<file path="src/rtl/pm_evt_pkg.sv">
package pm_evt_pkg;
  localparam int REG_W  = 16;
  localparam int DATA_W = 32;

  localparam logic [5:0] OFF_STS = 6'h00;
  localparam logic [5:0] OFF_EN  = 6'h02;
  localparam logic [5:0] OFF_CTL = 6'h04;
  localparam logic [5:0] OFF_TMR = 6'h08;

  // Interrupt sources: bit 10, bit 8, bit 5, bit 0
  localparam logic [REG_W-1:0] SCI_SRC_MASK = 16'h0521;

  localparam int BIT_TOVF   = 0;
  localparam int BIT_BTN    = 8;
  localparam int BIT_RESUME = 15;
  localparam int BIT_SLPGO  = 13;
  localparam int BIT_SCIEN  = 0;

  typedef enum logic [2:0] {
    RS_NONE, RS_STS, RS_EN, RS_CTL, RS_TMR
  } rdsel_e;

  typedef struct packed {
    logic       wrSts;
    logic       wrEn;
    logic       wrCtl;
    logic       setResume;
    logic       setBtn;
    logic       sciSet;
    logic       sciClr;
    logic [1:0] laneEn;
    rdsel_e     rdSel;
  } pm_strobe_t;
endpackage

</file>
<file path="src/rtl/pm_evt_ctrl.sv">
module pm_evt_ctrl
  import pm_evt_pkg::*;
#(
  parameter int ADDR_W = 16
) (
  input  logic              clk,
  input  logic              rstN,
  input  logic [ADDR_W-1:0] ioAddr,
  input  logic [3:0]        ioBe,
  input  logic              ioWr,
  input  logic              ioRd,
  input  logic [REG_W-1:0]  wrData,
  input  logic              pwrBtnEvt,
  input  logic              sciEnSet,
  input  logic              sciEnClr,
  input  logic              btnEnBit,
  input  logic              sciEnBit,
  output pm_strobe_t        st,
  output logic              offReq,
  output logic              rstReq
);
  logic [5:0] regOff;
  logic       sleepGo;
  logic [2:0] sleepType;
  logic       offNext;
  logic       rstNext;
  logic       unusedHiBits;

  assign regOff       = ioAddr[5:0];
  assign unusedHiBits = ^{ioAddr[ADDR_W-1:6], ioBe[3:2]};

  assign sleepGo   = ioWr && (regOff == OFF_CTL) && ioBe[1] && wrData[BIT_SLPGO];
  assign sleepType = wrData[12:10];

  always_comb begin
    st           = '0;
    st.wrSts     = ioWr && (regOff == OFF_STS);
    st.wrEn      = ioWr && (regOff == OFF_EN);
    st.wrCtl     = ioWr && (regOff == OFF_CTL);
    st.laneEn    = ioBe[1:0];
    st.setResume = sleepGo && (sleepType == 3'd1);
    st.setBtn    = pwrBtnEvt && sciEnBit && btnEnBit;
    st.sciSet    = sciEnSet;
    st.sciClr    = sciEnClr;
    st.rdSel     = RS_NONE;
    if (ioRd) begin
      case (regOff)
        OFF_STS: st.rdSel = RS_STS;
        OFF_EN:  st.rdSel = RS_EN;
        OFF_CTL: st.rdSel = RS_CTL;
        OFF_TMR: st.rdSel = RS_TMR;
        default: st.rdSel = RS_NONE;
      endcase
    end
  end

  assign offNext = (sleepGo && (sleepType == 3'd0)) || (pwrBtnEvt && !sciEnBit);
  assign rstNext = st.setResume;

  always_ff @(posedge clk) begin
    if (!rstN) begin
      offReq <= 1'b0;
      rstReq <= 1'b0;
    end else begin
      offReq <= offNext;
      rstReq <= rstNext;
    end
  end

  assert_rst_cause_R10: assert property (@(posedge clk) disable iff (!rstN)
    rstReq |-> ($past(ioWr) && $past(ioBe[1]) && ($past(regOff) == OFF_CTL)
                && ($past(wrData[12:10]) == 3'd1) && $past(wrData[BIT_SLPGO])));

  assert_off_cause_R9: assert property (@(posedge clk) disable iff (!rstN)
    offReq |-> ($past(sleepGo) || ($past(pwrBtnEvt) && !$past(sciEnBit))));
endmodule

</file>
<file path="src/rtl/pm_evt_datapath.sv">
module pm_evt_datapath
  import pm_evt_pkg::*;
#(
  parameter int TMR_W = 24
) (
  input  logic              clk,
  input  logic              rstN,
  input  logic              tmrTick,
  input  pm_strobe_t        st,
  input  logic [REG_W-1:0]  wrData,
  output logic [DATA_W-1:0] rdData,
  output logic              sciOut,
  output logic              btnEnBit,
  output logic              sciEnBit
);
  localparam int LOW_W = TMR_W - 1;

  logic [REG_W-1:0] stsReg, enReg, ctlReg;
  logic [REG_W-1:0] stsNext, ctlNext, laneMask;
  logic [TMR_W-1:0] tmrCnt;
  logic             tmrOvf;

  assign laneMask = {{8{st.laneEn[1]}}, {8{st.laneEn[0]}}};
  assign tmrOvf   = tmrTick && (&tmrCnt[LOW_W-1:0]);

  always_comb begin
    stsNext = stsReg;
    if (st.wrSts) stsNext = stsNext & ~(wrData & laneMask);
    if (tmrOvf)   stsNext[BIT_TOVF] = 1'b1;
    if (st.setBtn || st.setResume) stsNext[BIT_BTN] = 1'b1;
    if (st.setResume) stsNext[BIT_RESUME] = 1'b1;
  end

  always_comb begin
    ctlNext = ctlReg;
    if (st.wrCtl) ctlNext = (ctlReg & ~laneMask) | (wrData & laneMask);
    ctlNext[BIT_SLPGO] = 1'b0;
    if (st.sciClr)      ctlNext[BIT_SCIEN] = 1'b0;
    else if (st.sciSet) ctlNext[BIT_SCIEN] = 1'b1;
  end

  always_ff @(posedge clk) begin
    if (!rstN) begin
      stsReg <= '0;
      enReg  <= '0;
      ctlReg <= '0;
      tmrCnt <= '0;
    end else begin
      stsReg <= stsNext;
      ctlReg <= ctlNext;
      if (st.wrEn) enReg <= (enReg & ~laneMask) | (wrData & laneMask);
      if (tmrTick) tmrCnt <= tmrCnt + 1'b1;
    end
  end

  assign sciOut   = |(stsReg & enReg & SCI_SRC_MASK);
  assign btnEnBit = enReg[BIT_BTN];
  assign sciEnBit = ctlReg[BIT_SCIEN];

  always_comb begin
    case (st.rdSel)
      RS_STS:  rdData = DATA_W'(stsReg);
      RS_EN:   rdData = DATA_W'(enReg);
      RS_CTL:  rdData = DATA_W'(ctlReg);
      RS_TMR:  rdData = DATA_W'(tmrCnt);
      default: rdData = '0;
    endcase
  end

  assert_tmr_step_R5: assert property (@(posedge clk) disable iff (!rstN)
    tmrTick |=> (tmrCnt == $past(tmrCnt) + 1'b1));

  assert_tmr_hold_R5: assert property (@(posedge clk) disable iff (!rstN)
    !tmrTick |=> $stable(tmrCnt));

  assert_ovf_set_R6: assert property (@(posedge clk) disable iff (!rstN)
    (tmrTick && (&tmrCnt[LOW_W-1:0])) |=> stsReg[BIT_TOVF]);

  assert_w1c_R4: assert property (@(posedge clk) disable iff (!rstN)
    (st.wrSts && st.laneEn[1] && wrData[BIT_RESUME] && !st.setResume) |=> !stsReg[BIT_RESUME]);

  assert_sci_clr_R12: assert property (@(posedge clk) disable iff (!rstN)
    st.sciClr |=> !ctlReg[BIT_SCIEN]);

  assert_slp_bit_R8: assert property (@(posedge clk) disable iff (!rstN)
    st.wrCtl |=> !ctlReg[BIT_SLPGO]);
endmodule

</file>
<file path="src/rtl/pm_evt_top.sv">
module pm_evt_top
  import pm_evt_pkg::*;
#(
  parameter int ADDR_W = 16,
  parameter int TMR_W  = 24
) (
  input  logic              clk,
  input  logic              rstN,
  input  logic              tmrTick,
  input  logic [ADDR_W-1:0] ioAddr,
  input  logic [3:0]        ioBe,
  input  logic              ioWr,
  input  logic              ioRd,
  input  logic [31:0]       ioWdata,
  output logic [31:0]       ioRdata,
  input  logic              pwrBtnEvt,
  input  logic              sciEnSet,
  input  logic              sciEnClr,
  output logic              sciOut,
  output logic              offReq,
  output logic              rstReq
);
  pm_strobe_t       st;
  logic             btnEnBit, sciEnBit;
  logic [REG_W-1:0] wrData;
  logic             unusedWrHi;

  assign wrData     = ioWdata[REG_W-1:0];
  assign unusedWrHi = ^ioWdata[31:REG_W];

  pm_evt_ctrl #(.ADDR_W(ADDR_W)) ctrl_i (
    .clk(clk), .rstN(rstN), .ioAddr(ioAddr), .ioBe(ioBe), .ioWr(ioWr), .ioRd(ioRd),
    .wrData(wrData), .pwrBtnEvt(pwrBtnEvt), .sciEnSet(sciEnSet), .sciEnClr(sciEnClr),
    .btnEnBit(btnEnBit), .sciEnBit(sciEnBit), .st(st), .offReq(offReq), .rstReq(rstReq)
  );

  pm_evt_datapath #(.TMR_W(TMR_W)) dp_i (
    .clk(clk), .rstN(rstN), .tmrTick(tmrTick), .st(st), .wrData(wrData),
    .rdData(ioRdata), .sciOut(sciOut), .btnEnBit(btnEnBit), .sciEnBit(sciEnBit)
  );
endmodule

</file>
<file path="config.mk">
export PLATFORM = sky130hd
export DESIGN_NAME = pm_evt_top
export DESIGN_NICKNAME = d
export VERILOG_FILES = /design/src/rtl/pm_evt_pkg.sv /design/src/rtl/pm_evt_ctrl.sv /design/src/rtl/pm_evt_datapath.sv /design/src/rtl/pm_evt_top.sv
export SDC_FILE = /design/constraint.sdc
export NUM_CORES = 1
export LEC_CHECK = 0
export CORE_UTILIZATION = 52
export CTS_CLUSTER_SIZE = 30
export DETAILED_ROUTE_END_ITERATION = 8
export GPL_ROUTABILITY_DRIVEN = 0
export GPL_TIMING_DRIVEN = 0
export PLACE_DENSITY = 0.93
export REMOVE_ABC_BUFFERS = 1
export SYNTH_ARGS = -nofsm -noshare
export SYNTH_HDL_FRONTEND = slang
export SYNTH_SLANG_ARGS = --single-unit
export TNS_END_PERCENT = 30
</file>
<file path="constraint.sdc">
create_clock -name clk -period 4.6 [get_ports clk]
set_input_delay 0.92 -clock clk [delete_from_list [all_inputs] [get_ports clk]]
set_output_delay 0.92 -clock clk [all_outputs]
set_load 0.05 [all_outputs]
</file>
== After elaboration in Yosys (flattened, before gate mapping) ==
Cells that the tools add are included.

* Add/sub/neg operators: 1
* Eq/ne operators: 8
* Multiplexer cells: 9
* Bitwise operators: 10
* Reduce and logical (&&, ||, !) cells: 23

{| class="wikitable"
|+ Operators by type and width
! kind !! number
|-
| 24-bit one-hot mux with 4 select lines || 1
|-
| 16-bit AND || 4
|-
| 16-bit 2-to-1 mux || 2
|-
| 16-bit NOT || 2
|-
| 16-bit bitwise OR || 2
|-
| 24-bit by 1-bit adder with 24-bit output (second input constant) || 1
|-
| 23-bit AND reduction || 1
|-
| 3-bit one-hot mux with 4 select lines || 1
|-
| 11-bit AND || 1
|-
| 1-bit logical AND || 11
|-
| 2-bit nonzero test || 4
|-
| 3-bit by 1-bit == test with 1-bit output (second input constant) || 2
|-
| 3-bit by 2-bit == test with 1-bit output (second input constant) || 2
|-
| 6-bit by 2-bit == test with 1-bit output (second input constant) || 1
|-
| 6-bit by 3-bit == test with 1-bit output (second input constant) || 1
|-
| 6-bit by 4-bit == test with 1-bit output (second input constant) || 1
|-
| 6-bit zero test || 1
|-
| 1-bit 2-to-1 mux || 4
|-
| 4-bit OR reduction || 1
|-
| 3-bit == test (second input constant) || 1
|-
| 3-bit zero test || 1
|-
| 3-bit 2-to-1 mux || 1
|-
| 1-bit logical OR || 2
|-
| 2-bit OR reduction || 1
|-
| 2 further kinds || 2
|}

* Register bits after elaboration: 74
* Logic and storage cells: 62

== Depth between registers and ports, before layout ==
Gate-level depths: netlist of the first run.

* Word-level depth: 7
* Mapped depth: 7

== Cells and area by module ==
A second synthesis of the first run with hierarchy kept.

* Cells, all modules: 434
* Area, all modules: 3539.6 um2

{| class="wikitable"
|+ By module, submodules not included
! module !! instances !! cells an instance !! area each (um2) !! seq. area each (um2)
|-
| pm_evt_datapath || 1 || 405 || 3298.2 || 1421.4
|-
| pm_evt_ctrl || 1 || 29 || 241.5 || 40.0
|}

== Least setup slack after synthesis of the first run ==
Ideal clock, no wire load.

* Path kind: input to output
* Start: input ioAddr[5]
* End: output ioRdata[0]
* Arrival time: 3.128 ns
* Required time: 3.680 ns
* Slack: 0.552 ns
* Stages: 5
* Buffers on the path: 1
* Cell sequence: nor4_2 > o21a_1 > clkbuf_1 > a21oi_1 > o21ai_0

* Cells in the longest elaborated chain, start to end: 5
* Elaborated cells on any way between the ends: 11

{| class="wikitable"
|+ RTL lines
! what !! RTL line !! source
|-
| start: declaration || pm_evt_top.sv:10 || <nowiki>input logic [ADDR_W-1:0] ioAddr,</nowiki>
|-
| 6-bit by 4-bit == test with 1-bit output (tied with other cells) || pm_evt_ctrl.sv:47 || <nowiki>case (regOff)</nowiki>
|-
| 3-bit one-hot mux with 4 select lines * || pm_evt_ctrl.sv:47 ||
|-
| 3-bit 2-to-1 mux * || pm_evt_ctrl.sv:46 || <nowiki>if (ioRd) begin</nowiki>
|-
| 3-bit == test (tied with other cells) || pm_evt_datapath.sv:61 || <nowiki>case (st.rdSel)</nowiki>
|-
| 24-bit one-hot mux with 4 select lines * || pm_evt_datapath.sv:61 ||
|-
| end: declaration || pm_evt_top.sv:15 || <nowiki>output logic [31:0] ioRdata,</nowiki>
|}

Mark *: on every way between the ends. The rest lies on a longest branch, timed or not.

== Worst setup path after layout of the first run ==
* Start: input ioAddr[2]
* End: output ioRdata[5]

Same word-level chain as after synthesis.

==> reports/results.ini, run 1 <==
[run_status]
outcome=completed

[timing]
hold_viol_final=0
post-route-period-util_pct=98.0
fmax_ghz=0.222
period_minus_slack_ns=4.51
rsz0062_at_grt=no
slew_headroom_pct=12.5
fin_setup_tns_ns=0
tightest_slew_ns=1.31
skew_ns=0.00807
maxSlewViolCount=0
setup_viol_count_final=0

[critical_path]
path_cells=dlygate4sd2_1, nor2b_1, o21a_2, a21oi_1, o21ai_0, clkdlybuf4s50_1
startpoint_type=primary input
worstSetupEndpointType=output port
cp.required_ns=3.68
startpoint=ioAddr[2]
crit_path_max_incr_delay_ns=0.86
r2r_slack_ns=2.26
ff2ff_path_depth=5
reg2reg_from=dp_i.tmrCnt[0]$_SDFFE_PN0P_
crit_type=in -> out
crit_fanout=24
path_buf_inv=2
crit_family=buffers and inverters
crit_arrival_ns=3.59
r2r-end=dp_i.tmrCnt[22]$_SDFFE_PN0P_
cpMaxStageDelayCell=clkdlybuf4s50_1

[placed_design]
place_hpwl_microns=5480
io_buffers=58
dp_cells=524

[logic_synthesis]
syn_inst=419
syn_avg_cell_area_sq_um=8.23
synth-compound-area-share_pct=17.2
ys_async_sr_fraction_pct=0
synth_seq_area_share_pct=42.4
synth-warning-count=0
synth_edf_count=0
yosys.area_share.adder_pct=0.363
synth.area.mux_share_pct=5.52
yosys.area_share.simple_pct=25.8
synth_cell_types=41
synth_top_family_by_area=simple AND/OR/NAND/NOR gates
synthFlopType=dfxtp_1
synth-xor-area-share_pct=3.05
synth-seq-cells=73
synth.cell_area_sq_mm=0.00345

[global_routing]
grt_first_pass_wirelength_microns=13700
grt_max_degree=56
grt.total_usage_pct=24.6
antenna_found_initial=0
overflow=0
grt_pass1_vias=2907

[worst_hold_path]
hold_path_depth=2
hp-class=reg -> reg
holdPathEnd=dp_i.stsReg[6]$_SDFFE_PN0P_
min-delay-start=dp_i.stsReg[6]$_SDFFE_PN0P_

[floorplanning]
dieWidth_microns=83.4
num_rows=29
fp.dieH_microns=83.4
dieArea_sq_mm=0.00696
start_util_pct=54.0
core_area_sq_mm=0.00639
io_pins=95

[detailed_routing]
wl_microns=8720
drtAntennaViolNets=0
dr.pass1.iters=5
route.detailed.drc=0
post_drt_wl_per_cell_microns=16.2
vias=3213
drtIter0Drc=238
vias_per_cell=5.95

[final_layout]
fill_cells=511
antennaDiodeCount=0
instances_no_fill=540
area_growth_pct=21.7
layout-drive-gt1-share_pct=5.62
nNetsFinal=519

[run]
drv_cap=0

[power]
total_power_mw=1.24
vdd_drop_max_v=0.000244
p_leak_nw=1.48
power.density_mw_per_mm2=294

[cts]
cts_setup_buffers=0
cts_buffers=9
cts.hold.buffers_added=0
root_buffer=clkbuf_8
cts_max_level=3
clk-insertion-delay-late_ns=0.35
clock_path_buffers=2
clk_pin_slew_ns=0.07
cts_tree=yes
numClockSinks=73

-- synth_stat cells (4+ instances only) --
master / number / area [sq um]
nand4_1: 9 / 56.3
buf_4: 9 / 67.6
o21ai_0: 36 / 180
nor3_1: 5 / 25.0
xnor2_1: 6 / 52.6
nor2_1: 32 / 120
nor2b_1: 18 / 113
a21oi_1: 37 / 185
nand3_1: 24 / 120
dfxtp_1: 73 / 1460
and3_1: 5 / 31.3
nand2b_1: 4 / 25.0
and4_1: 6 / 52.6
xor2_1: 6 / 52.6
mux2i_1: 19 / 190
clkbuf_1: 25 / 93.8
or3_1: 6 / 37.5
and2_1: 8 / 50.1
inv_1: 4 / 15.0
a22oi_1: 17 / 128
nand2_1: 41 / 154
-- layout by cell type, fill, tap and decap left out, drive strengths merged, types with 2 or more instances in the layout --
cell type,count
conb,8
inv,4
nand2b,4
and3,5
a21oi,37
or3,6
nand3,24
xor2,6
nand2,41
a22oi,17
and4b,2
nor3,5
clkbuf,15
o21a,3
mux2i,19
a21bo,2
dlygate4sd2,2
xnor2,6
nor2b,18
a21boi,3
nand4,9
o21ai,36
nor2,32
nor4,3
and4,6
nand3b,2
dfxtp,73
and2,8
clkdlybuf4s50,55
-- per-layer routing --
metal  global-route usage (%)  up-vias  routed length (microns)
met5                        0        -                        0
met4                     10.0        0                      192
met3                     6.76       20                      626
met2                     41.3      151                     4310
met1                     29.8     1505                     3590
li1                         -     1537                        -
-- worst max path at each step --
stage / cells after the start / to
floorplan: 4 / ioRdata[0]
global placement: 6 / ioRdata[8]
detailed placement: 6 / ioRdata[8]
CTS: 6 / ioRdata[10]
global route: 6 / ioRdata[5]
finish: 6 / ioRdata[5]
-- kinds of logic (layout without fill, tap and decap cells) --
group                      Yosys count  count (layout)
xor gates and xnor gates            12              12
adders and majority gates            1               1
and+or+nand+nor                    170             170
muxes                               19              19
other                                1               8
AOI/OAI and AO/OA                  102             102
buffers and inverters               41              78
DFF                                 73              73
-- through the flow --
stage / utilization (%) / instance area, sq um / hold slack, ns / setup WS [ns]
after floorplan: - / 3300 / 0.407 / 0.679
after global placement: 62.2 / 3970 / 0.413 / -0.421
after detailed placement: 62.1 / 3970 / 0.419 / -0.476
after CTS: 65.5 / 4180 / 0.428 / 0.00178
after global routing: 65.7 / 4200 / 0.451 / 0.00477
final: 65.7 / 4200 / 0.427 / 0.0920
-- what timing repair did --
action / CTS / global route
endpoints found under the setup margin: 24 / 14
resized for setup: 5 / 3
gates cloned: 0 / 0
-- worst register-to-register path: cells and delay by family (launching register included) --
kind                     cells  cell delay (ns)
AND/OR/NAND/NOR              3             1.53
flip-flops                   1             0.41
adder cells (fa/ha/maj)      1             0.19
AO/OA/AOI/OAI                1             0.14
-- area by class of cell --
type	instances	area, sq um	share of cell area, %
clock buffers	15	206	4.92
clock inverters	1	5.00	0.119
repair buffers	58	573	13.7
well taps	77	96.3	2.30
multi-input cells	312	1840	43.8
inverters	4	15.0	0.358
flip-flops and latches	73	1460	34.8
-- where the power goes --
group | total [mW] | internal (mW) | switching, mW | leakage (nW)
combinational | 0.0846 | 0.0309 | 0.0537 | 0.782
clock | 0.512 | 0.284 | 0.228 | 0.112
sequential | 0.639 | 0.635 | 0.00362 | 0.589
(Power assumes the default switching activity.)
==> run 2, diff against run 1 <==
- ABC_CLOCK_PERIOD_IN_PS: not set -> 4600
- CAP_MARGIN: not set -> 20
- TNS_END_PERCENT: 30 -> not set
==> reports/results.ini, run 2 (synthesis gave the netlist of run 1 again) <==
[power]
power.density_mw_per_mm2=285
vdd_drop_max_v=0.000215
p_leak_nw=1.48

[final_layout]
multi_input_area_sq_mm=0.00183
mostFrequentLayoutCell=dfxtp_1
instances_no_fill=540
design_area_sq_mm=0.00419
nNetsFinal=520
regArea_sq_mm=0.00146
area_growth_pct=21.5
fill_cells=511
antennaDiodeCount=0
layout-drive-gt1-share_pct=5.18
final_cell_mix=dfxtp_1, clkdlybuf4s50_1, nand2_1

[timing]
period_minus_slack_ns=4.48
fin_setup_tns_ns=0
fmax_ghz=0.223
hold_viol_final=0
setup_viol_count_final=0
skew_ns=0.00747
maxSlewViolCount=0
fin_hold_ws_ns=0.428
tightest_slew_ns=0.994
slew_headroom_pct=33.7
rsz0062_at_grt=no
post-route-period-util_pct=97.4

[critical_path]
path_cells=clkdlybuf4s50_1, nor4b_1, nand2_1, nor3b_1, a221o_1, clkdlybuf4s50_1
startpoint_type=primary input
r2r-end=dp_i.tmrCnt[22]$_SDFFE_PN0P_
cp.required_ns=3.68
crit_type=in -> out
crit_arrival_ns=3.56
crit_fanout=16
worstSetupEndpointType=output port
crit_path_max_incr_delay_ns=0.80
endpoint=ioRdata[13]
cpMaxStageDelayCell=clkdlybuf4s50_1
cpMostUsedCell=clkdlybuf4s50_1
reg2reg_from=dp_i.tmrCnt[0]$_SDFFE_PN0P_
r2r_slack_ns=2.30
startpoint=ioAddr[5]
ff2ff_path_depth=5

[run]
drv_cap=0

[detailed_routing]
wl_microns=8550
drtIter0Drc=199
dr.pass1.iters=7
drtAntennaViolNets=0
route.detailed.drc=0
vias_per_cell=5.98
post_drt_wl_per_cell_microns=15.8
vias=3230

[floorplanning]
num_rows=29
dieWidth_microns=83.4
start_util_pct=54.0
dieArea_sq_mm=0.00696
io_pins=95
core_area_sq_mm=0.00639
fp.dieH_microns=83.4

[global_routing]
antenna_found_initial=0
grt_pass1_vias=3000
grt-busiest-layer=met2
grt_first_pass_wirelength_microns=13900
grt_use_met3_pct=6.26
grt_max_degree=56
overflow=0
use_met1_pct=29.8
grt.total_usage_pct=24.8
grt.met2_usage_pct=42.9

[placed_design]
io_buffers=58
place_hpwl_microns=5560
placed_cell_area_sq_mm=0.00400
dp_cells=525

[cts]
cts_max_level=3
clk-insertion-delay-late_ns=0.36
clock_path_buffers=2
cts_tree=yes
clk_pin_slew_ns=0.07
numClockSinks=73
cts_buffers=9
root_buffer=clkbuf_8

[run_status]
outcome=completed

[worst_hold_path]
hp-class=reg -> reg

==> run 2: per-stage QoR <==
| step | setup WS (ns) | power [mW] | util (%) |
|---|---|---|---|
| floorplan | 0.679 | 0.684 | - |
| global placement | -0.421 | 0.733 | 62.2 |
| detailed placement | -0.452 | 0.738 | 62.6 |
| CTS | 0.0451 | 1.19 | 65.4 |
| global route | 0.0134 | 1.23 | 65.6 |
| finish | 0.118 | 1.19 | 65.6 |
==> run 2: worst max-delay path, delay by kind of cell <==
family / cells / cell delay, ns
compound gates: 1 / 0.16
buf+inv: 2 / 1.26
simple gates: 3 / 1.21
==> run 2: layout make-up <==
class	count	area share (%)
Multi-Input combinational cell	312	43.8
Sequential cell	73	34.9
Timing Repair Buffer	59	14.3
Clock buffer	13	4.03
Tap cell	77	2.30
Inverter	4	0.359
Clock inverter	2	0.299
==> run 2: layer usage <==
layer / wire (microns) / vias up
li1: - / 1536
met1: 3560 / 1526
met2: 4240 / 149
met3: 599 / 19
met4: 157 / 0
met5: 0 / -
==> run 2: report_power, final <==
group          internal [mW]  switching [mW]  total, mW
Clock                  0.236           0.230      0.467
Combinational         0.0332          0.0534     0.0866
Sequential             0.635         0.00339      0.638
Total                  0.905           0.287       1.19
==> run 2: repair_timing <==
item | in CTS | in global routing
setup endpoints to repair | 24 | 14
hold endpoints to repair | 0 | 0
hold buffers | 0 | 0
buffers inserted | 0 | 0
gates resized for setup | 5 | 1
==> run 2: how the worst min path moves through the flow <==
| stage | from | endpoint | cells after the start |
|---|---|---|---|
| 2_1_floorplan | dp_i.stsReg[13]$_SDFFE_PN0P_ | dp_i.stsReg[13]$_SDFFE_PN0P_ | 2 |
| 3_3_place_gp | dp_i.stsReg[6]$_SDFFE_PN0P_ | dp_i.stsReg[6]$_SDFFE_PN0P_ | 2 |
| 3_5_place_dp | dp_i.stsReg[1]$_SDFFE_PN0P_ | dp_i.stsReg[1]$_SDFFE_PN0P_ | 2 |
| 4_1_cts | dp_i.stsReg[6]$_SDFFE_PN0P_ | dp_i.stsReg[6]$_SDFFE_PN0P_ | 2 |
| 5_1_grt | dp_i.stsReg[14]$_SDFFE_PN0P_ | dp_i.stsReg[14]$_SDFFE_PN0P_ | 2 |
| 6_report | dp_i.stsReg[6]$_SDFFE_PN0P_ | dp_i.stsReg[6]$_SDFFE_PN0P_ | 2 |
